--- src/rtl/dsw_pkg.sv ---
package dsw_pkg;
    localparam int PHASE_W = 32;
    localparam int QUAD_W  = 2;
    typedef logic [PHASE_W-1:0] phase_t;

    function automatic logic [QUAD_W-1:0] quadrant_of(input phase_t ph);
        return ph[PHASE_W-1 -: QUAD_W];
    endfunction
endpackage

--- src/rtl/dsw_phase_acc.sv ---
module dsw_phase_acc
    import dsw_pkg::*;
(
    input  logic   clk,
    input  logic   rst_n,
    input  logic   clr_i,
    input  logic   add_i,
    input  phase_t inc_i,
    output phase_t acc_o
);
    phase_t acc_d, acc_q;

    always_comb begin
        acc_d = acc_q;
        if (clr_i)
            acc_d = '0;
        else if (add_i)
            acc_d = acc_q + inc_i;
    end

    always_ff @(posedge clk or negedge rst_n) begin
        if (!rst_n) acc_q <= '0;
        else        acc_q <= acc_d;
    end

    assign acc_o = acc_q;

    // a clear always wins over an add
    p_clear_wins_r4: assert property (@(posedge clk) disable iff (!rst_n)
        clr_i |=> acc_q == '0);
endmodule

--- src/rtl/dsw_sweep_ctrl.sv ---
module dsw_sweep_ctrl
    import dsw_pkg::*;
#(
    parameter int BIN_W  = 8,
    parameter int SAMP_W = 16
) (
    input  logic              clk,
    input  logic              rst_n,
    input  logic              start_i,
    input  phase_t            inc_start_i,
    input  phase_t            inc_step_i,
    input  logic [BIN_W-1:0]  bin_count_i,
    input  logic [SAMP_W-1:0] samp_per_bin_i,
    output logic              busy_o,
    output logic              done_o,
    output logic [BIN_W-1:0]  bin_o,
    output logic [SAMP_W-1:0] samp_o,
    output phase_t            inc_o,
    output phase_t            step_o,
    output logic              acc_clr_o,
    output logic              acc_add_o
);
    localparam logic [BIN_W-1:0]  BIN_ONE  = BIN_W'(1);
    localparam logic [SAMP_W-1:0] SAMP_ONE = SAMP_W'(1);

    typedef struct packed {
        logic              busy;
        logic              done;
        logic [BIN_W-1:0]  bin;
        logic [SAMP_W-1:0] samp;
        logic [BIN_W-1:0]  nbins;
        logic [SAMP_W-1:0] nsamp;
        phase_t            inc;
        phase_t            step;
    } ctrl_t;

    ctrl_t st_d, st_q;
    logic  clr_d, add_d;

    always_comb begin
        st_d      = st_q;
        st_d.done = 1'b0;
        clr_d     = 1'b0;
        add_d     = 1'b0;
        if (!st_q.busy) begin
            if (start_i) begin
                st_d.inc   = inc_start_i;
                st_d.step  = inc_step_i;
                st_d.nbins = bin_count_i;
                st_d.nsamp = samp_per_bin_i;
                st_d.bin   = '0;
                st_d.samp  = '0;
                clr_d      = 1'b1;
                if (bin_count_i == '0 || samp_per_bin_i == '0)
                    st_d.done = 1'b1;
                else
                    st_d.busy = 1'b1;
            end
        end else if (st_q.samp == st_q.nsamp - SAMP_ONE) begin
            st_d.samp = '0;
            st_d.inc  = st_q.inc + st_q.step;
            clr_d     = 1'b1;
            if (st_q.bin == st_q.nbins - BIN_ONE) begin
                st_d.busy = 1'b0;
                st_d.done = 1'b1;
            end else begin
                st_d.bin = st_q.bin + BIN_ONE;
            end
        end else begin
            st_d.samp = st_q.samp + SAMP_ONE;
            add_d     = 1'b1;
        end
    end

    always_ff @(posedge clk or negedge rst_n) begin
        if (!rst_n) st_q <= '0;
        else        st_q <= st_d;
    end

    assign busy_o    = st_q.busy;
    assign done_o    = st_q.done;
    assign bin_o     = st_q.bin;
    assign samp_o    = st_q.samp;
    assign inc_o     = st_q.inc;
    assign step_o    = st_q.step;
    assign acc_clr_o = clr_d;
    assign acc_add_o = add_d;

    // the bin index never reaches the programmed count while busy
    p_bin_in_range_r6: assert property (@(posedge clk) disable iff (!rst_n)
        st_q.busy |-> st_q.bin < st_q.nbins);

    // the sample counter stays below the samples-per-bin count
    p_samp_in_range_r4: assert property (@(posedge clk) disable iff (!rst_n)
        st_q.busy |-> st_q.samp < st_q.nsamp);

    // settings held for the whole sweep
    p_settings_held_r9: assert property (@(posedge clk) disable iff (!rst_n)
        st_q.busy && $past(st_q.busy) |-> $stable(st_q.nbins) && $stable(st_q.nsamp) && $stable(st_q.step));
endmodule

--- src/rtl/dsw_phase_gen.sv ---
module dsw_phase_gen
    import dsw_pkg::*;
#(
    parameter int BIN_W  = 8,
    parameter int SAMP_W = 16
) (
    input  logic              clk,
    input  logic              rst_n,
    input  logic              start_i,
    input  logic [31:0]       inc_start_i,
    input  logic [31:0]       inc_step_i,
    input  logic [BIN_W-1:0]  bin_count_i,
    input  logic [SAMP_W-1:0] samp_per_bin_i,
    output logic [31:0]       phase_o,
    output logic [1:0]        quad_o,
    output logic              phase_valid_o,
    output logic [BIN_W-1:0]  bin_idx_o,
    output logic              busy_o,
    output logic              done_o
);
    logic              busy, done, acc_clr, acc_add;
    logic [BIN_W-1:0]  bin;
    logic [SAMP_W-1:0] samp;
    phase_t            inc, step, acc;

    dsw_sweep_ctrl #(.BIN_W(BIN_W), .SAMP_W(SAMP_W)) u_ctrl (
        .clk            (clk),
        .rst_n          (rst_n),
        .start_i        (start_i),
        .inc_start_i    (inc_start_i),
        .inc_step_i     (inc_step_i),
        .bin_count_i    (bin_count_i),
        .samp_per_bin_i (samp_per_bin_i),
        .busy_o         (busy),
        .done_o         (done),
        .bin_o          (bin),
        .samp_o         (samp),
        .inc_o          (inc),
        .step_o         (step),
        .acc_clr_o      (acc_clr),
        .acc_add_o      (acc_add)
    );

    dsw_phase_acc u_acc (
        .clk   (clk),
        .rst_n (rst_n),
        .clr_i (acc_clr),
        .add_i (acc_add),
        .inc_i (inc),
        .acc_o (acc)
    );

    assign phase_o       = acc;
    assign quad_o        = quadrant_of(acc);
    assign phase_valid_o = busy;
    assign bin_idx_o     = bin;
    assign busy_o        = busy;
    assign done_o        = done;

    // first sample of every bin starts from zero phase
    p_bin_start_zero_r4: assert property (@(posedge clk) disable iff (!rst_n)
        busy && samp == '0 |-> acc == '0);

    // consecutive samples inside one bin differ by that bin's increment
    p_accumulate_r3: assert property (@(posedge clk) disable iff (!rst_n)
        busy && $past(busy) && samp != '0 |-> acc == $past(acc) + $past(inc));

    // moving to a new bin adds the step to the increment
    p_step_advance_r5: assert property (@(posedge clk) disable iff (!rst_n)
        busy && $past(busy) && bin != $past(bin) |-> inc == $past(inc) + step);

    // done is a single pulse with no live sample beside it
    p_done_single_r7: assert property (@(posedge clk) disable iff (!rst_n)
        done |-> !busy ##1 !done);
endmodule

--- config.mk ---
export PLATFORM = sky130hd
export DESIGN_NAME = dsw_phase_gen
export DESIGN_NICKNAME = d
export VERILOG_FILES = /design/src/rtl/dsw_pkg.sv /design/src/rtl/dsw_phase_acc.sv /design/src/rtl/dsw_sweep_ctrl.sv /design/src/rtl/dsw_phase_gen.sv
export SDC_FILE = /design/constraint.sdc
export NUM_CORES = 1
export LEC_CHECK = 0
export BUFFER_PORTS_ARGS = -buffer_cell sky130_fd_sc_hd__buf_2
export CAP_MARGIN = 30
export CORE_ASPECT_RATIO = 0.8
export CORE_MARGIN = 3
export CORE_UTILIZATION = 30
export DETAILED_ROUTE_END_ITERATION = 8
export GPL_TIMING_DRIVEN = 0
export SLEW_MARGIN = 5
export SYNTH_ARGS = -nofsm -noshare
export SYNTH_HDL_FRONTEND = slang
export SYNTH_SLANG_ARGS = --single-unit
--- constraint.sdc ---
create_clock -name clk -period 6.69 [get_ports clk]
set_input_delay 0.3345 -clock clk [delete_from_list [all_inputs] [get_ports clk]]
set_output_delay 0.3345 -clock clk [all_outputs]
set_load 0.005 [all_outputs]
* Word level (Yosys, flattened, before mapping)
Index checks and enable logic that the tools add are counted.
** Storage, ports and cells
- Logic and storage cells :: 45
- Register bits after elaboration :: 146
- Input port bits :: 91
- Output and inout bits :: 45
** Operators by class
- Bitwise operators :: 1
- Reductions and logical operators :: 8
- Eq/ne operators :: 4
- Multiplexer cells :: 17
- Add/sub/neg operators :: 6
** Operator list (count)
- $mux 32 :: 4
- $mux 114 :: 1
- $add 32x32->32 :: 2
- $mux 26 :: 1
- $add 16x1->16 const B :: 1
- $eq 16x16->1 :: 1
- $logic_not 16->1 :: 1
- $mux 16 :: 1
- $sub 16x1->16 const B :: 1
- $mux 10 :: 1
- $add 8x1->8 const B :: 1
- $eq 8x8->1 :: 1
- $logic_not 8->1 :: 1
- $mux 8 :: 1
- $sub 8x1->8 const B :: 1
- $mux 1 :: 7
- $ne 2x2->1 const B :: 2
- $reduce_and 2->1 :: 2
- $reduce_bool 2->1 :: 2
- $reduce_and 3->1 :: 1
- $mux 2 :: 1
- $logic_or 1x1->1 :: 1
- $not 1->1 :: 1

* Logic depth before layout (Yosys ltp)
Gate-level depths: netlist of the first run.
- Depth after elaboration :: 6
- Gate-level depth with buffers :: 14
- Depth with buffers taken out :: 12

* Hierarchy
From an unflattened synthesis of the first run, not the netlist that was laid out.
** Second synthesis, totals
- Cell total of the unflattened synthesis :: 1352
- Area total of the unflattened synthesis :: 11312.1 µm²
** By module, submodules not included
- dsw_sweep_ctrl :: seq. area each 2852.7 µm², area each 8340.5 µm², instances 1, cells an instance 1003
- dsw_phase_acc :: seq. area each 800.8 µm², area each 2949.1 µm², instances 1, cells an instance 346
- dsw_phase_gen :: seq. area each 0.0 µm², area each 22.5 µm², instances 1, cells an instance 3

* Worst setup path before layout of the first run
Ideal clock, no wire load.
- Path kind :: reg-to-reg
- From :: reg u_ctrl.st_q[64] in the netlist's numbering
- To :: reg u_ctrl.st_q, in the netlist u_ctrl.inc_o[21]
- Setup time :: 0.124 ns
- Path slack :: 3.498 ns
- Clock period less this slack :: 3.192 ns
- Required time :: 6.566 ns
- Buffers on the path :: 2
- Data arrival time :: 3.069 ns
- Cell stages (with the launch flop) :: 14
- Cell sequence :: dfrtp_1 > clkbuf_1 > inv_1 > ha_1 > nor4b_2 > nand3_1 > or4b_2 > a32oi_4 > nor2b_1 > and4_1 > buf_4 > nand2_4 > and3_1 > a211o_1
** Between the ends
- Cells in the longest elaborated chain, start to end :: 4
** Ends and longest elaborated chain
- start, declared :: RTL line dsw_sweep_ctrl.sv:37 : ctrl_t st_d, st_q;
- start signal, assigned :: RTL line dsw_sweep_ctrl.sv:77 : else st_q <= st_d;
- $sub 16x1->16 :: RTL line dsw_sweep_ctrl.sv:59 : end else if (st_q.samp == st_q.nsamp - SAMP_ONE) begin
- $eq 16x16->1 :: RTL line dsw_sweep_ctrl.sv:59
- $ne 2x2->1 (no source line)
- $reduce_and 2->1 (no source line)
No other way between the ends.
A chain may end at the register's enable or synchronous reset.

* Worst setup path after layout of the first run
- From :: reg u_ctrl.st_q[64] in the netlist's numbering
- To :: reg u_ctrl.st_q, in the netlist u_ctrl.inc_o[23]
The elaborated chain is that of the path after synthesis.

==> impl_metrics.json, run 1 <==
{
  "final_area_um2": 12200,
  "syn_area_per_cell_um2": 8.35,
  "via_per_inst": 5.26,
  "run_status": "completed",
  "crit_slowest_cell": "or4b_2",
  "drt-initial-drc-count": 721,
  "die_h_um": 172,
  "grt_pass1_vias": 9045,
  "tightest_slew_ns": 0.960,
  "rr_endpoint": "u_ctrl.inc_o[23]",
  "clock_path_buffers": 2,
  "p_leak_nw": 5.58,
  "cts_tree": "done",
  "coreArea_um2": 33100,
  "row_count": 59,
  "synthArstFlopShare_pct": 100,
  "fmaxAchievable_ghz": 0.247,
  "grt_overflow_total": 0,
  "areaGrowthSynthToFinish_pct": 18.3,
  "ys.warnings.count": 0,
  "cp_cell_sequence": "clkbuf_1 > inv_1 > ha_1 > nor4b_2 > nand3_1 > or4b_2 > a32oi_4 > nand4_1 > and2_1 > buf_2 > clkbuf_1 > nand2_1 > o21ai_0",
  "antenna_found_initial": 0,
  "first_pass_iters": 5,
  "finalSetupTns_ns": 0,
  "cts_buffers": 17,
  "r2r_setup_slack_ns": 2.64,
  "final_common_cell": "nand2_1",
  "crit_fanout": 10,
  "dpl_cell_area_um2": 11500,
  "maxCapViolCount": 0,
  "wl_per_cell_um": 18.3,
  "ys.flop_type": "dfrtp_1",
  "finalCriticalPeriod_ns": 4.05,
  "grt_pass1_wl_um": 51800,
  "postCtsSetupRepairBufs": 0,
  "initial_core_util_pct": 31.0,
  "cts_num_sinks": 146,
  "track_usage_pct": 18.3,
  "design.die.area_um2": 36600,
  "grt_max_degree": 80,
  "syn-num-nets": 1390,
  "hold_path_class": "primary input to flop",
  "multi_input_area_um2": 6200,
  "final_cell_mix": "nand2_1, dfrtp_1, buf_2, o21ai_0, a21oi_1",
  "critical_path_required_ns": 6.98,
  "wl_um": 33500,
  "end_kind": "flop",
  "io_pins": 136,
  "n_antenna_cell": 0,
  "vias": 9603,
  "worst_clock_skew_ns": 0.00937,
  "critPathBufInv": 4,
  "holdPathStages": 3,
  "postRouteAntennaNets": 0,
  "path_class": "flop to flop",
  "rsz0062_at_grt": "false",
  "syn_inst": 1231,
  "setup_viol": 0,
  "synth_seq_cells": 146,
  "critPathMaxStageDelay_ns": 0.69,
  "clock_latency_ns": 0.43,
  "seq_area_frac_synth_pct": 35.5,
  "arrival_ns": 4.34,
  "root_buffer": "clkbuf_16",
  "netlist_area_um2": 10300,
  "htreeDepth": 4,
  "numPortBuffers": 135,
  "hold_path_end": "u_ctrl.step_o[11]",
  "rr_worst_depth": 13,
  "r2r-start": "u_ctrl.st_q[64]",
  "hp-start": "inc_step_i[11]",
  "drive_gt1_share_pct": 15.5,
  "detailed_place_hpwl_um": 26000,
  "gp_congestion": 0.920,
  "clk_pin_slew_ns": 0.07,
  "vdd_drop_max_uv": 258,
  "ff_latch_area_um2": 3650,
  "powerDensity_nw_per_um2": 370,
  "relSlewSlack_pct": 35.6,
  "n_fill_cell": 3458,
  "start_kind": "flop",
  "drc": 0,
  "synth_edf_count": 0,
  "min_period_over_period_pct": 60.6,
  "synth_cell_types": 82,
  "slew_viol_final": 0,
  "finalHoldViolCount": 0,
  "cp_top_family": "simple AND/OR/NAND/NOR gates",
  "crit_path_frequent_cell": "clkbuf_1",
  "chipWidth_um": 213,
  "final_nets": 1546
}
==> cell usage after synthesis, drive strengths merged (16+ instances only) <==
master | number | area (µm²)
inv | 25 | 93.8
xnor2 | 48 | 420
a21oi | 73 | 365
nor4 | 17 | 113
nor3 | 25 | 136
o211ai | 19 | 143
and3 | 20 | 125
nor2b | 16 | 100
nor2 | 57 | 214
clkbuf | 41 | 184
ha | 66 | 826
buf | 22 | 149
a21o | 24 | 181
o21ai | 107 | 536
xor2 | 38 | 333
nand3 | 28 | 140
dfrtp | 146 | 3650
nand2 | 283 | 1070
==> how the worst max path moves through the flow <==
stage	start	to	slack, ns	depth (start not counted)
6_report	u_ctrl.st_q[64]	u_ctrl.inc_o[23]	2.64	13
5_1_grt	u_ctrl.st_q[64]	u_ctrl.inc_o[22]	2.38	13
4_1_cts	u_ctrl.st_q[64]	u_ctrl.inc_o[23]	2.65	13
3_5_place_dp	u_ctrl.st_q[64]	u_ctrl.inc_o[23]	2.64	13
3_3_place_gp	u_ctrl.st_q[64]	u_ctrl.inc_o[26]	2.71	13
2_1_floorplan	u_ctrl.st_q[64]	u_ctrl.inc_o[21]	3.50	13
==> metal layers <==
| layer | track usage (%) | vias to the layer above | part of all wire (%) | routed length [µm] |
|---|---|---|---|---|
| met5 | 0 | - | 0 | 0 |
| met4 | 5.06 | 0 | 2.1 | 699 |
| met3 | 3.34 | 33 | 4.9 | 1650 |
| met2 | 28.1 | 250 | 44 | 14800 |
| met1 | 26.5 | 4619 | 49 | 16300 |
| li1 | - | 4701 | - | - |
==> cells by family (layout without fill, tap and decap cells) <==
family	count (synthesis)	after routing	share of synthesized area, %
and+or+nand+nor	502	502	22.7
AOI/OAI and AO/OA	329	329	20.7
DFF	146	146	35.5
buffers and inverters	88	257	4.15
xor gates and xnor gates	86	86	7.32
adders and majority gates	68	68	8.42
muxes	12	12	1.19
==> metrics by stage <==
step	hold slack [ns]	std cells	worst slack (ns)	power (mW)	util (%)
floorplan	0.0389	1231	3.50	2.84	-
global placement	0.469	1793	2.71	3.40	34.7
detailed placement	0.338	1794	2.64	3.45	34.8
CTS	0.0801	1827	2.65	4.52	36.7
global route	0.0907	1827	2.38	4.86	36.7
finish	0.0954	1827	2.64	4.51	36.7
==> area by class of cell <==
type	instances	area share [%]
plain buffers	63	2.74
clock buffers	19	3.64
clock inverters	13	1.50
inverters	25	0.771
multi-input cells	997	51.0
flip-flops and latches	146	30.0
well taps	427	4.39
repair buffers	137	5.94
==> report_power, final <==
group / internal, mW / switching (mW) / leakage (nW) / total (mW)
Combinational: 0.945 / 1.18 / 3.53 / 2.13
Sequential: 1.10 / 0.232 / 1.75 / 1.34
Clock: 0.635 / 0.409 / 0.296 / 1.04
Total: 2.68 / 1.82 / 5.58 / 4.51
==> sequential cells by signal, indices dropped and copies added, names as in the netlist <==
name and flops:
u_acc.acc_o 32, u_ctrl.bin_o 8, u_ctrl.busy_o 1, u_ctrl.done_o 1
u_ctrl.inc_o 32, u_ctrl.samp_o 16, u_ctrl.st_q 24, u_ctrl.step_o 32
==> repair_timing <==
| item | CTS | global route |
|---|---|---|
| resized for setup | 0 | 0 |
| hold endpoints to repair | 67 | 0 |
| hold buffers | 1 | 0 |
==> worst register-to-register path, delay by kind of cell, from the launching register on <==
family,cells,cell delay (ns)
flip-flops,1,0.36
AO/OA/AOI/OAI,2,0.35
adder cells (fa/ha/maj),1,0.28
AND/OR/NAND/NOR,6,2.03
buffers and inverters,4,0.88
Note: power is estimated with default switching activity, not from simulation.
==> run 2: changes to the inputs <==
- clock period: 6.69 -> 3.6 ns (I/O delays scaled with it)
==> run 2 against run 1 <==
  * Setup slack worse by 2.4 ns
  * Via count up 2.4%
  * Routed wire length grew 2.1%
  * Global-route usage up 0.40 points
  * Non-clock buffer count is 57 higher
  * Power increased by 87%
  * Sequential power is 86% higher
  * First-iteration DRC count rose by 9.2%
  * Register-to-register slack got worse by 2.4 ns
  * Critical endpoint is now u_ctrl.inc_o[25]
==> impl_metrics.json, run 2 (synthesized netlist as in run 1, its figures left out) <==
{
  "fin_util_pct": 38.7,
  "dp_slack_ns": -0.445,
  "dpl_cell_area_um2": 11500,
  "via_per_inst": 5.22,
  "final_area_um2": 12800,
  "numPortBuffers": 135,
  "hold_path_class": "primary input to flop",
  "critPathBufInv": 3,
  "first_pass_iters": 5,
  "end_kind": "flop",
  "drive_gt1_share_pct": 16.1,
  "wl_um": 34100,
  "maxCapViolCount": 0,
  "tightest_slew_ns": 0.938,
  "crit_path_frequent_cell": "o21ai_0",
  "p_leak_nw": 5.84,
  "finalCriticalPeriod_ns": 3.36,
  "grt_max_degree": 80,
  "coreArea_um2": 33100,
  "arrival_ns": 3.63,
  "start_kind": "flop",
  "cp_cell_sequence": "inv_1 > ha_2 > nand2b_1 > a2111oi_0 > o21ai_0 > a2111oi_4 > nand4_1 > and2_1 > buf_2 > buf_4 > nand2_1 > o21ai_0",
  "areaGrowthSynthToFinish_pct": 24.6,
  "track_usage_pct": 18.7,
  "chipWidth_um": 213,
  "final_cell_mix": "nand2_1, dfrtp_1, buf_2, o21ai_0, a21oi_1",
  "clock_path_buffers": 2,
  "gp_congestion": 0.920,
  "cts_tree": "done",
  "drt-initial-drc-count": 787,
  "final_common_cell": "nand2_1",
  "critical_path_required_ns": 3.87,
  "initial_core_util_pct": 31.0,
  "worst_clock_skew_ns": 0.00982,
  "run_status": "completed",
  "vdd_drop_max_uv": 479,
  "detailed_place_hpwl_um": 26000,
  "crit_slowest_cell": "a2111oi_4",
  "grt_pass1_vias": 9329,
  "final_nets": 1603,
  "n_antenna_cell": 0,
  "wl_per_cell_um": 18.1,
  "vias": 9829,
  "powerDensity_nw_per_um2": 659,
  "drc": 0,
  "path_class": "flop to flop",
  "worst_slack_ns": 0.242,
  "io_pins": 136,
  "cts_buffers": 17,
  "slew_viol_final": 0,
  "crit_fanout": 10,
  "fmaxAchievable_ghz": 0.298,
  "root_buffer": "clkbuf_16",
  "min_period_over_period_pct": 93.3,
  "design.die.area_um2": 36600,
  "critPathMaxStageDelay_ns": 0.51,
  "antenna_found_initial": 0,
  "rsz0062_at_grt": "false",
  "setup_viol": 0,
  "cp_top_family": "compound AO/OA/AOI/OAI gates",
  "worstSetupStartpoint": "u_ctrl.st_q[64]",
  "finalHoldViolCount": 0,
  "clock_latency_ns": 0.43,
  "htreeDepth": 4,
  "hp-start": "inc_step_i[26]",
  "postRouteAntennaNets": 0,
  "grt_pass1_wl_um": 53000,
  "die_h_um": 172,
  "hold_slack_ns": 0.0138,
  "row_count": 59,
  "cts_num_sinks": 146,
  "relSlewSlack_pct": 37.1,
  "grt_overflow_total": 0,
  "clk_pin_slew_ns": 0.06,
  "r2r-start": "u_ctrl.st_q[64]"
}
[run 2: cell count changes in the layout (fill, tap and decap cells not counted), sizes merged]
cell         previous run  this run
buf                   158       163
clkbuf                 60        57
dlygate4sd3             1        56
[run 2: layer usage]
metal  track usage, %  vias to the layer above  wire length (µm)
met5                0                        -                 0
met4             5.35                        0               756
met3             3.28                       36              1610
met2             29.1                      248             15400
met1             26.7                     4736             16400
li1                 -                     4809                 -
[run 2: cell type report]
type / instances / area, µm²
Inverter: 25 / 93.8
Timing Repair Buffer: 195 / 1300
Clock inverter: 13 / 183
Multi-Input combinational cell: 997 / 6260
Fill cell: 3400 / 20300
Clock buffer: 19 / 443
Sequential cell: 146 / 3660
Buffer: 62 / 345
Tap cell: 427 / 534
[run 2: worst paths after layout]
path	endpoint	slack [ns]	depth (start not counted)
setup reg to reg	u_ctrl.inc_o[25]	0.24	12
hold reg to reg	u_ctrl.step_o[23]	0.49	2
min in group asynchronous	u_ctrl.step_o[9]	0.29	2
hold / removal	u_ctrl.step_o[26]	0.01	3
max in group asynchronous	u_ctrl.samp_o[0]	2.50	3
setup / recovery	u_ctrl.inc_o[25]	0.24	12
[run 2: timing repair]
action,CTS,global route
gates cloned,0,0
buffers inserted,2,1
resized for setup,10,17
setup endpoints to repair,77,67
pin swaps,1,0
hold buffers,56,0
endpoints found under the hold margin,122,0
[run 2: through the flow]
stage	power, mW	instances	setup TNS, ns
after global routing	9.10	1884	0
after global placement	6.32	1793	-11.59
after CTS	8.44	1883	0
final	8.44	1884	0
after detailed placement	6.41	1794	-17.95
after floorplan	5.29	1231	0
[run 2: worst register-to-register path, stage by stage, from the launching register on]
cell and delay, ns:
dfrtp_2 0.48, inv_1 0.10, ha_2 0.24, nand2b_1 0.14, a2111oi_0 0.37, o21ai_0 0.28, a2111oi_4 0.51, nand4_1 0.25
and2_1 0.24, buf_2 0.23, buf_4 0.23, nand2_1 0.07, o21ai_0 0.07
[run 2: report_power, final]
| group | switching (mW) | internal, mW | total [mW] |
|---|---|---|---|
| logic | 2.21 | 1.80 | 4.01 |
| clock network | 0.757 | 1.18 | 1.94 |
| registers | 0.437 | 2.05 | 2.49 |
| total | 3.41 | 5.03 | 8.44 |
==> run 3: changes to the inputs <==
- RECOVER_POWER: unset -> 25
==> run 3 against run 2 <==
  * The flow now finishes with violations (max-capacitance violations, max-slew violations)
  * Routed wire length is essentially flat
  * Setup slack lost 0.0086 ns
  * Hold slack gained 0.0019 ns
==> impl_metrics.json, run 3 (synthesized netlist as in run 1, its figures left out) <==
{
  "clock_latency_ns": 0.43,
  "final_common_cell": "nand2_1",
  "first_pass_iters": 5,
  "relSlewSlack_pct": -20.9,
  "crit_fanout": 10,
  "rsz0062_at_grt": "false",
  "cts_buffers": 17,
  "run_status": "finished with violations",
  "numPortBuffers": 135,
  "stdcell_count": 1884,
  "powerDensity_nw_per_um2": 659,
  "maxCapViolCount": 1,
  "wl_um": 34200,
  "end_kind": "flop",
  "io_pins": 136,
  "track_usage_pct": 18.7,
  "hold_slack_ns": 0.0158,
  "fmaxAchievable_ghz": 0.297,
  "detailed_place_hpwl_um": 26000,
  "drt-initial-drc-count": 708,
  "finalHoldViolCount": 0,
  "antenna_found_initial": 0,
  "via_per_inst": 5.20,
  "start_kind": "flop",
  "slew_viol_final": 69,
  "dp.cells": 1794,
  "n_fill_cell": 3402,
  "critical_path_required_ns": 3.88,
  "areaGrowthSynthToFinish_pct": 24.1,
  "drive_gt1_share_pct": 15.2,
  "drc": 0,
  "grt_pass1_vias": 9329,
  "root_buffer": "clkbuf_16",
  "final_cell_mix": "nand2_1, dfrtp_1, buf_2, o21ai_0, a21oi_1",
  "clock_path_buffers": 2,
  "worst_clock_skew_ns": 0.00822,
  "arrival_ns": 3.64,
  "grt_pass1_wl_um": 53000,
  "setup_viol": 0,
  "initial_core_util_pct": 31.0,
  "wl_per_cell_um": 18.1,
  "grt_max_degree": 80,
  "cts_tree": "done",
  "chipWidth_um": 213,
  "min_period_over_period_pct": 93.5,
  "clk_pin_slew_ns": 0.06,
  "violations": "max-capacitance violations, max-slew violations",
  "grt_overflow_total": 0,
  "die_h_um": 172,
  "cts_num_sinks": 146,
  "row_count": 59,
  "n_antenna_cell": 0,
  "vdd_drop_max_uv": 472,
  "p_leak_nw": 5.79,
  "path_class": "flop to flop",
  "hold_path_class": "primary input to flop",
  "vias": 9806,
  "design.die.area_um2": 36600,
  "gp_congestion": 0.920,
  "tightest_slew_ns": 1.81,
  "postRouteAntennaNets": 0,
  "final_nets": 1603,
  "finalSetupTns_ns": 0,
  "finalCriticalPeriod_ns": 3.37,
  "htreeDepth": 4,
  "coreArea_um2": 33100,
  "fin_util_pct": 38.5
}
run 3: cell count changes in the layout (fill, tap and decap cells not counted), sizes merged:
cell and delta:
buf -14, clkbuf +14
run 3: critical path, cell delays in order (launching register included):
cell and delay, ns:
dfrtp_2 0.48, inv_1 0.10, ha_2 0.25, nand2b_1 0.13
a2111oi_0 0.37, o21ai_0 0.27, a2111oi_4 0.51, nand4_1 0.26
and2_1 0.25, buf_2 0.23, buf_4 0.22, nand2_1 0.07
o21ai_0 0.07
run 3: final timing paths:
| kind | to | slack, ns | startpoint | depth (start not counted) |
|---|---|---|---|---|
| worst max-delay path | u_ctrl.inc_o[25] | 0.23 | u_ctrl.st_q[64] | 12 |
| worst min-delay path | u_ctrl.inc_o[5] | 0.02 | inc_start_i[5] | 3 |
| worst max register to register | u_ctrl.inc_o[25] | 0.23 | u_ctrl.st_q[64] | 12 |
| worst min register to register | u_ctrl.step_o[10] | 0.49 | u_ctrl.step_o[10] | 2 |
| max in group asynchronous | u_ctrl.samp_o[8] | 0.74 | rst_n | 3 |
| min in group asynchronous | u_ctrl.step_o[9] | 0.75 | rst_n | 2 |
run 3: repair_timing:
item / 4_1_cts / 5_1_grt
buffers inserted: 2 / 1
endpoints found under the hold margin: 122 / 0
pin swaps: 1 / 0
hold buffers: 56 / 0
resized for setup: 10 / 17
setup endpoints to repair: 77 / 67
run 3: through the flow:
stage,total power [mW],setup slack [ns],area (µm²)
after floorplan,5.29,0.408,10300
after global placement,6.32,-0.381,11500
after detailed placement,6.41,-0.445,11500
after CTS,8.44,0.0320,12700
after global routing,9.08,0.0402,12800
final,8.41,0.233,12800
run 3: per-layer routing:
metal	GRT usage (%)	vias to the layer above	wire length (µm)
met4	5.35	0	754
met2	29.1	245	15400
met3	3.28	36	1520
li1	-	4804	-
met1	26.7	4721	16500
met5	0	-	0
run 3: layout make-up:
class / instances / area [µm²] / share of cell area (%)
plain buffers: 62 / 345 / 2.71
clock buffers: 19 / 443 / 3.47
clock inverters: 13 / 183 / 1.43
inverters: 25 / 93.8 / 0.735
multi-input cells: 997 / 6260 / 49.0
flip-flops and latches: 146 / 3660 / 28.6
well taps: 427 / 534 / 4.19
repair buffers: 195 / 1250 / 9.80
run 3: power by group:
part,internal (mW),switching (mW)
logic,1.78,2.21
registers,2.05,0.439
clock network,1.18,0.756
